**src/rtl/arr_mul_pkg.sv**
```systemverilog
package arr_mul_pkg;
  function automatic int unsigned prod_width(input int unsigned n);
    return 2 * n;
  endfunction
endpackage

```
**src/rtl/gated_fa_cell.sv**
```systemverilog
module gated_fa_cell (
  input  logic x_i,
  input  logic y_i,
  input  logic z_i,
  input  logic c_i,
  output logic s_o,
  output logic c_o
);
  logic addend;
  assign addend     = x_i & z_i;
  assign {c_o, s_o} = {1'b0, y_i} + {1'b0, addend} + {1'b0, c_i};
endmodule

```
**src/rtl/gated_add_row.sv**
```systemverilog
module gated_add_row #(
  parameter int unsigned N = 8
) (
  input  logic [N-1:0] mcand_i,
  input  logic [N-1:0] sum_i,
  input  logic         sel_i,
  output logic [N:0]   res_o
);
  logic [N:0]   carry;
  logic [N-1:0] bit_sum;

  assign carry[0] = 1'b0;

  for (genvar j = 0; j < N; j++) begin : g_cell
    gated_fa_cell u_cell (
      .x_i (mcand_i[j]),
      .y_i (sum_i[j]),
      .z_i (sel_i),
      .c_i (carry[j]),
      .s_o (bit_sum[j]),
      .c_o (carry[j+1])
    );
  end

  assign res_o = {carry[N], bit_sum};
endmodule

```
**src/rtl/mul_pipe_stage.sv**
```systemverilog
module mul_pipe_stage #(
  parameter int unsigned N = 8
) (
  input  logic         clk_i,
  input  logic         rst_ni,
  input  logic         valid_i,
  input  logic [N-1:0] mcand_i,
  input  logic [N-1:0] mplier_i,
  input  logic [N-1:0] acc_i,
  input  logic [N-1:0] lo_i,
  output logic         valid_o,
  output logic [N-1:0] mcand_o,
  output logic [N-1:0] mplier_o,
  output logic [N-1:0] acc_o,
  output logic [N-1:0] lo_o
);
  logic [N:0] row_res;

  gated_add_row #(.N(N)) u_row (
    .mcand_i (mcand_i),
    .sum_i   (acc_i),
    .sel_i   (mplier_i[0]),
    .res_o   (row_res)
  );

  always_ff @(posedge clk_i or negedge rst_ni) begin
    if (!rst_ni) begin
      valid_o  <= 1'b0;
      mcand_o  <= '0;
      mplier_o <= '0;
      acc_o    <= '0;
      lo_o     <= '0;
    end else begin
      valid_o  <= valid_i;
      mcand_o  <= mcand_i;
      mplier_o <= mplier_i >> 1;
      acc_o    <= row_res[N:1];
      // retired bit enters at the top; after N rows it reaches bit 0
      lo_o     <= (lo_i >> 1) | (N'(row_res[0]) << (N - 1));
    end
  end

  // first edge after reset has no post-reset history
  logic armed_q;
  always_ff @(posedge clk_i or negedge rst_ni) begin
    if (!rst_ni) armed_q <= 1'b0;
    else         armed_q <= 1'b1;
  end

  assert_valid_delay_R4: assert property (@(posedge clk_i) disable iff (!rst_ni || !armed_q)
    valid_o == $past(valid_i));

  assert_mcand_align_R3: assert property (@(posedge clk_i) disable iff (!rst_ni || !armed_q)
    mcand_o == $past(mcand_i));

  assert_mplier_shift_R3: assert property (@(posedge clk_i) disable iff (!rst_ni || !armed_q)
    mplier_o == ($past(mplier_i) >> 1));

  assert_row_sum_R1: assert property (@(posedge clk_i) disable iff (!rst_ni || !armed_q)
    {acc_o, lo_o[N-1]} == ({1'b0, $past(acc_i)} +
                           ($past(mplier_i[0]) ? {1'b0, $past(mcand_i)} : {(N+1){1'b0}})));
endmodule

```
**src/rtl/pipe_array_mul.sv**
```systemverilog
module pipe_array_mul
  import arr_mul_pkg::*;
#(
  parameter int unsigned N = 8
) (
  input  logic              clk_i,
  input  logic              rst_ni,
  input  logic              in_valid_i,
  input  logic [N-1:0]      a_i,
  input  logic [N-1:0]      b_i,
  output logic              out_valid_o,
  output logic [2*N-1:0]    product_o
);
  localparam int unsigned PW = prod_width(N);

  logic [N:0]        valid_s;
  logic [N:0][N-1:0] mcand_s;
  logic [N:0][N-1:0] mplier_s;
  logic [N:0][N-1:0] acc_s;
  logic [N:0][N-1:0] lo_s;

  assign valid_s[0]  = in_valid_i;
  assign mcand_s[0]  = a_i;
  assign mplier_s[0] = b_i;
  assign acc_s[0]    = '0;
  assign lo_s[0]     = '0;

  for (genvar k = 0; k < N; k++) begin : g_stage
    mul_pipe_stage #(.N(N)) u_stage (
      .clk_i    (clk_i),
      .rst_ni   (rst_ni),
      .valid_i  (valid_s[k]),
      .mcand_i  (mcand_s[k]),
      .mplier_i (mplier_s[k]),
      .acc_i    (acc_s[k]),
      .lo_i     (lo_s[k]),
      .valid_o  (valid_s[k+1]),
      .mcand_o  (mcand_s[k+1]),
      .mplier_o (mplier_s[k+1]),
      .acc_o    (acc_s[k+1]),
      .lo_o     (lo_s[k+1])
    );
  end

  assign out_valid_o = valid_s[N];
  assign product_o   = PW'({acc_s[N], lo_s[N]});

  // all multiplier bits must be consumed by the last row
  assert_mplier_drained_R1: assert property (@(posedge clk_i) disable iff (!rst_ni)
    out_valid_o |-> mplier_s[N] == '0);
endmodule

```
**config.mk**
```make
export PLATFORM = sky130hd
export DESIGN_NAME = pipe_array_mul
export DESIGN_NICKNAME = d
export VERILOG_FILES = /design/src/rtl/arr_mul_pkg.sv /design/src/rtl/gated_fa_cell.sv /design/src/rtl/gated_add_row.sv /design/src/rtl/mul_pipe_stage.sv /design/src/rtl/pipe_array_mul.sv
export SDC_FILE = /design/constraint.sdc
export NUM_CORES = 1
export LEC_CHECK = 0
export BUFFER_PORTS_ARGS = -buffer_cell sky130_fd_sc_hd__buf_4
export CAP_MARGIN = 20
export CORE_MARGIN = 2
export CORE_UTILIZATION = 45
export CTS_CLUSTER_DIAMETER = 60
export DETAILED_ROUTE_END_ITERATION = 6
export PLACE_DENSITY = 0.61
export SLEW_MARGIN = 20
export SYNTH_ARGS = -nofsm -noshare
export SYNTH_HDL_FRONTEND = slang
export SYNTH_HIERARCHICAL = 1
export SYNTH_SLANG_ARGS = --single-unit
```
**constraint.sdc**
```tcl
create_clock -name clk_i -period 12.5 [get_ports clk_i]
set_input_delay 0 -clock clk_i [delete_from_list [all_inputs] [get_ports clk_i]]
set_output_delay 0 -clock clk_i [all_outputs]
set_load 0.005 [all_outputs]
```
==> out/results.ini, run 1 <==
[floorplan]
die_area_mm2=0.0156
rows=44
die_h_um=125
die-width_um=125
core-area_mm2=0.0144
start_util_pct=45.6
io_pins=36

[sta]
finalSetupViolCount=0
period_share_pct=34.2
rsz0062_at_grt=false
hold_ws_ps=203
hold_violations=0
clock_skew_ps=7.91
tns_ps=0
fin_ws_ps=8230
slew_headroom_pct=46.2
worst_slew_pin_slew_ps=807
fmaxAchievable_mhz=234
min_period_ps=4270
drv_slew=0

[place]
dp_hpwl_mm=4.85
io_buffers=35
place.gp.congestion=0.695
dp.cells=556
place_ws_ps=8220

[cts]
htreeDepth=4
cts_buffers=17
cts_tree=done
clock-root-buffer=clkbuf_16
cts_setup_buffers=0
clock_path_buffers=2
clk_latency_ps=430
cts.reportedPaths.clkPinSlew_ps=60
clock-sinks=192

[finish]
finalNonFillerCells=606
n_fill_cell=1143
seq_area_mm2=0.00480
diodes=0
fin_nets=492
synthToLayoutAreaGrowth_pct=20.0
multiInputGateArea_mm2=0.00174
most-common-layout-cells=dfrtp_1, and2_1, fa_1
layout-drive-gt1-share_pct=15.9
final_common_cell=dfrtp_1

[setup_path]
cp-endpoint=g_stage[1].u_stage/acc_o[6]
crit_chain=and2_1, fa_1, fa_1, fa_1, fa_1, fa_1, fa_1, fa_1, fa_1
r2r_end=g_stage[1].u_stage/acc_o[6]
timing.rr.start=g_stage[0].u_stage/mplier_o[0]
slowest_stage=fa_1
r2r_slack_ps=8230
crit_type=reg -> reg
crit_path_start_kind=flop
worst_path_most_repeated_cell=fa_1
r2r_cells=9
cp_max_fo=8
crit_path_end_kind=flop
crit_start=g_stage[0].u_stage/mplier_o[0]
max_stage_delay_ps=480
cp.arrival_ps=4570
cp_data_required_time_ps=12790

[grt]
grt-ovfl-total=0
grt_max_degree=107
first_global_vias=3029
antenna_found_initial=0
grt_first_pass_wirelength_mm=13.8
grt_usage_pct=11.5

[drt]
first_pass_iters=3
drt_iter0_drc=127
vias=2607
viasPerCell=4.30
wl_per_cell_um=12.5
ant_nets=0
totalWireLength_mm=7.57
drc_errors=0

[power_and_ir_drop]
design_power_total_mw=1.65
power_density_mw_per_mm2=209
ir_drop_uv=108
p_leak_nw=3.60

[run_status]
outcome=finished clean

[synth]
yosysWarnings=6
synthCells=337
syn_avg_cell_area_um2=19.5
syn_area_mm2=0.00658

[job]
cap_violations=0

[hold_path]
hold_path_class=in -> async

-- report_power, final --
part           internal [mW]  total [mW]  switching (mW)
registers              0.774       0.840          0.0667
logic                  0.118       0.220           0.102
clock network          0.367       0.588           0.222
total                   1.26        1.65           0.390
-- worst min path at each step --
stage / endpoint / slack [ps] / depth (start not counted)
floorplan: g_stage[0].u_stage/acc_o[0] / -300 / 0
global placement: g_stage[0].u_stage/mplier_o[0] / 110 / 1
detailed placement: g_stage[0].u_stage/mplier_o[1] / 110 / 1
CTS: g_stage[0].u_stage/mplier_o[5] / 200 / 2
global route: g_stage[0].u_stage/mplier_o[4] / 200 / 2
finish: g_stage[6].u_stage/acc_o[5] / 200 / 2
-- worst max-delay path: cells and delay by family, from the launching register on --
kind / cells / cell delay [ps]
adder cells (fa/ha/maj): 8 / 3500
AND/OR/NAND/NOR: 1 / 180
flip-flops: 1 / 460
-- sequential cells by signal, indices dropped and copies added, names as in the netlist --
signal,cells
g_stage.u_stage/lo_o,36
g_stage.u_stage/mcand_o,56
g_stage.u_stage/mplier_o,28
g_stage.u_stage/acc_o,64
g_stage.u_stage/valid_o,8
-- timing repair --
| item | in CTS | in global routing |
|---|---|---|
| resized for setup | 0 | 0 |
| hold buffers | 18 | 0 |
| endpoints found under the hold margin | 129 | 0 |
-- area by class of cell --
type / count / share of cell area, %
Multi-Input combinational cell: 144 / 22.0
Clock buffer: 20 / 5.78
Timing Repair Buffer: 54 / 5.83
Sequential cell: 192 / 60.8
Clock inverter: 12 / 2.60
Tap cell: 184 / 2.91
-- metal layers --
| layer | GRT usage, % | vias up | routed length [um] |
|---|---|---|---|
| li1 | - | 1148 | - |
| met3 | 4.81 | 12 | 352 |
| met4 | 5.69 | 0 | 142 |
| met5 | 0 | - | 0 |
| met2 | 19.5 | 43 | 4220 |
| met1 | 12.5 | 1404 | 2850 |
-- through the flow --
step                util, %  cell area (um2)
floorplan                 -             6610
global placement       48.9             7050
detailed placement     48.9             7050
CTS                    54.7             7900
global route           54.8             7900
finish                 54.8             7900
Power figures use the tool's default switching activity.
==> run 2: changes to the inputs <==
--- a/config.mk
+++ b/config.mk
@@ -5,6 +5,7 @@
 export SDC_FILE = /design/constraint.sdc
 export NUM_CORES = 1
 export LEC_CHECK = 0
+export ABC_AREA = 1
 export BUFFER_PORTS_ARGS = -buffer_cell sky130_fd_sc_hd__buf_4
 export CAP_MARGIN = 20
 export CORE_MARGIN = 2
==> constraint.sdc (replaced) <==
create_clock -name clk_i -period 4.4 [get_ports clk_i]
set_input_delay 0 -clock clk_i [delete_from_list [all_inputs] [get_ports clk_i]]
set_output_delay 0 -clock clk_i [all_outputs]
set_load 0.005 [all_outputs]
==> run 2 against run 1 <==
Area after synthesis up 1.2%. Worst setup slack worse by 8000 ps. Via count up 6.7%. Sequential cell count unchanged. Clock skew down 2.2 ps. Cell count up 11%. Non-clock buffer count up 2. Critical path depth up 1.
==> out/results.ini, run 2 <==
[power_and_ir_drop]
power_density_mw_per_mm2=561  ; +170%
ir_drop_uv=282  ; +160%
power.switching_mw=1.09  ; +180%
pwr-share-comb_pct=14.3  ; +0.9 points
switching_share_pct=24.5  ; +0.89 points
pwr-share-seq_pct=54.0  ; +3.0 points
p_leak_nw=4.02  ; +12%
intPower_mw=3.34  ; +170%
clock_power_share_pct=31.6  ; -4.1 points

[sta]
worst_slew_pin_slew_ps=687  ; -120 ps
period_share_pct=96.0  ; +62 points
clock_skew_ps=5.72  ; -2.19 ps
drv_slew=0  ; unchanged
fmaxAchievable_mhz=237  ; +1.2%
min_period_ps=4220  ; -51.2 ps
slew_headroom_pct=54.2  ; +8.0 points
finalSetupViolCount=0  ; unchanged
tns_ps=0  ; unchanged
rsz0062_at_grt=false
hold_violations=0  ; unchanged

[job]
cap_violations=0  ; unchanged

[finish]
most-common-layout-cells=dfrtp_1, nand2_1, inv_1, fa_1, buf_4
regMostFlops=g_stage.u_stage/acc_o
final_common_cell=dfrtp_1
largest_reg_flops=64  ; unchanged
reg_top3=g_stage.u_stage/acc_o x64, g_stage.u_stage/mcand_o x56, g_stage.u_stage/lo_o x36
finalNonFillerCells=672  ; +11%
synthToLayoutAreaGrowth_pct=18.3
diodes=0  ; unchanged
layout-drive-gt1-share_pct=13.7  ; -2.1 points
fin_nets=558  ; +13%

[drt]
viasPerCell=4.14  ; -3.8%
vias=2781  ; +6.7%
first_pass_iters=4  ; +1
ant_nets=0  ; unchanged
drt_iter0_drc=149  ; +17%
drc_errors=0  ; unchanged
wl_per_cell_um=11.3  ; -9.5%
totalWireLength_mm=7.60  ; +0.33%

[setup_path]
crit_start=g_stage[4].u_stage/mplier_o[0]
timing.rr.start=g_stage[4].u_stage/mplier_o[0]
crit_type=reg -> reg
cp_data_required_time_ps=4690  ; -8100 ps
crit_path_end_kind=flop
cp.arrival_ps=4510  ; -60 ps
crit_path_start_kind=flop
r2r_end=g_stage[5].u_stage/acc_o[6]
r2r_slack_ps=180  ; -8050 ps
cp-endpoint=g_stage[5].u_stage/acc_o[6]
cp_max_fo=8  ; unchanged
r2r_cells=10  ; +1

[place]
io_buffers=35  ; unchanged
dp_hpwl_mm=5.26  ; +8.3%
place.gp.congestion=0.685  ; -1.4%
dp.cells=622  ; +12%

[grt]
antenna_found_initial=0  ; unchanged
grt-ovfl-total=0  ; unchanged
grt_max_degree=93  ; -13%
grt_usage_pct=11.4  ; -0.11 points
first_global_vias=3248  ; +7.2%
grt_first_pass_wirelength_mm=13.9  ; +0.50%

[synth]
synthCells=401  ; +19%
yosysWarnings=6  ; unchanged
syn_avg_cell_area_um2=16.6  ; -15%
syn_area_mm2=0.00666  ; +1.2%

[cts]
clk_latency_ps=410  ; -20 ps
clock_path_buffers=2  ; unchanged
htreeDepth=4  ; unchanged
clock-root-buffer=clkbuf_16
cts_setup_buffers=0  ; unchanged
cts_buffers=17  ; unchanged
cts.reportedPaths.clkPinSlew_ps=60  ; about the same
clock-sinks=192  ; unchanged
cts_tree=done

[floorplan]
start_util_pct=46.0  ; +0.38 points
die-width_um=126  ; +0.59%
io_pins=36  ; unchanged
die_h_um=126  ; +0.59%
die_area_mm2=0.0158  ; +1.2%
rows=44  ; unchanged
core-area_mm2=0.0145  ; +0.38%

[run_status]
outcome=finished clean

[hold_path]
hold_path_class=in -> async

==> run 2: cell count changes in the layout (fill, tap and decap cells not counted) <==
| cell | delta |
|---|---|
| clkinvlp_4 | +3 |
| clkinv_2 | +3 |
| buf_6 | -1 |
| inv_6 | -1 |
| clkinv_4 | -3 |
| nand2_1 | +64 |
| inv_1 | +64 |
| clkbuf_1 | +2 |
| and2_1 | -64 |
| bufinv_16 | -4 |
| buf_4 | +3 |
==> run 2: layout make-up <==
class                           instances  area (um2)
Clock buffer                           22         464
Multi-Input combinational cell        144        1580
Fill cell                            1152        6600
Timing Repair Buffer                   56         472
Inverter                               64         240
Tap cell                              184         230
Sequential cell                       192        4800
Clock inverter                         10        87.6
==> run 2: metal layers <==
layer	wire length (um)	up-vias	global-route usage, %
li1	-	1273	-
met3	301	15	3.82
met2	4280	46	19.8
met4	172	0	5.82
met1	2840	1447	12.5
met5	0	-	0
==> run 2: stage by stage <==
step                      setup slack (ps)  power (mW)  utilization (%)  hold WS, ps  instance area [um2]
after floorplan                        352        2.78                -         -296                 6690
after global placement                 200        3.03             49.4          102                 7150
after detailed placement               126        3.10             49.4          102                 7150
after CTS                              120        4.53             54.4          209                 7880
after global routing                  21.8        4.74             54.4          212                 7880
final                                  178        4.42             54.4          203                 7880
==> run 2: power groups by stage <==
stage	clock network (mW)	logic (mW)	registers, mW
floorplan	0	0.373	2.40
global placement	0	0.611	2.42
detailed placement	0	0.664	2.44
CTS	1.45	0.675	2.41
global route	1.53	0.770	2.45
finish	1.40	0.634	2.39
==> run 2: how the worst min path moves through the flow <==
stage | start | to | slack (ps)
after floorplan | rst_ni | g_stage[0].u_stage/acc_o[0] | -300
after detailed placement | rst_ni | g_stage[7].u_stage/acc_o[7] | 100
final | rst_ni | g_stage[7].u_stage/acc_o[7] | 200
after global placement | rst_ni | g_stage[7].u_stage/acc_o[7] | 100
after global routing | in_valid_i | g_stage[0].u_stage/valid_o | 210
after CTS | b_i[1] | g_stage[0].u_stage/mplier_o[0] | 210
==> run 2: worst max-delay path: stages, from the launching register on <==
cell and delay [ps]:
dfrtp_1 460, nand2_1 90, inv_1 50, fa_1 390, fa_1 440, fa_1 440, fa_1 430, fa_1 450
fa_1 440, fa_1 450, fa_1 470
==> run 2: timing repair <==
action | in CTS | in global routing
hold buffers | 18 | 0
setup endpoints to repair | 0 | 0
resized for setup | 0 | 0
endpoints found under the hold margin | 114 | 0
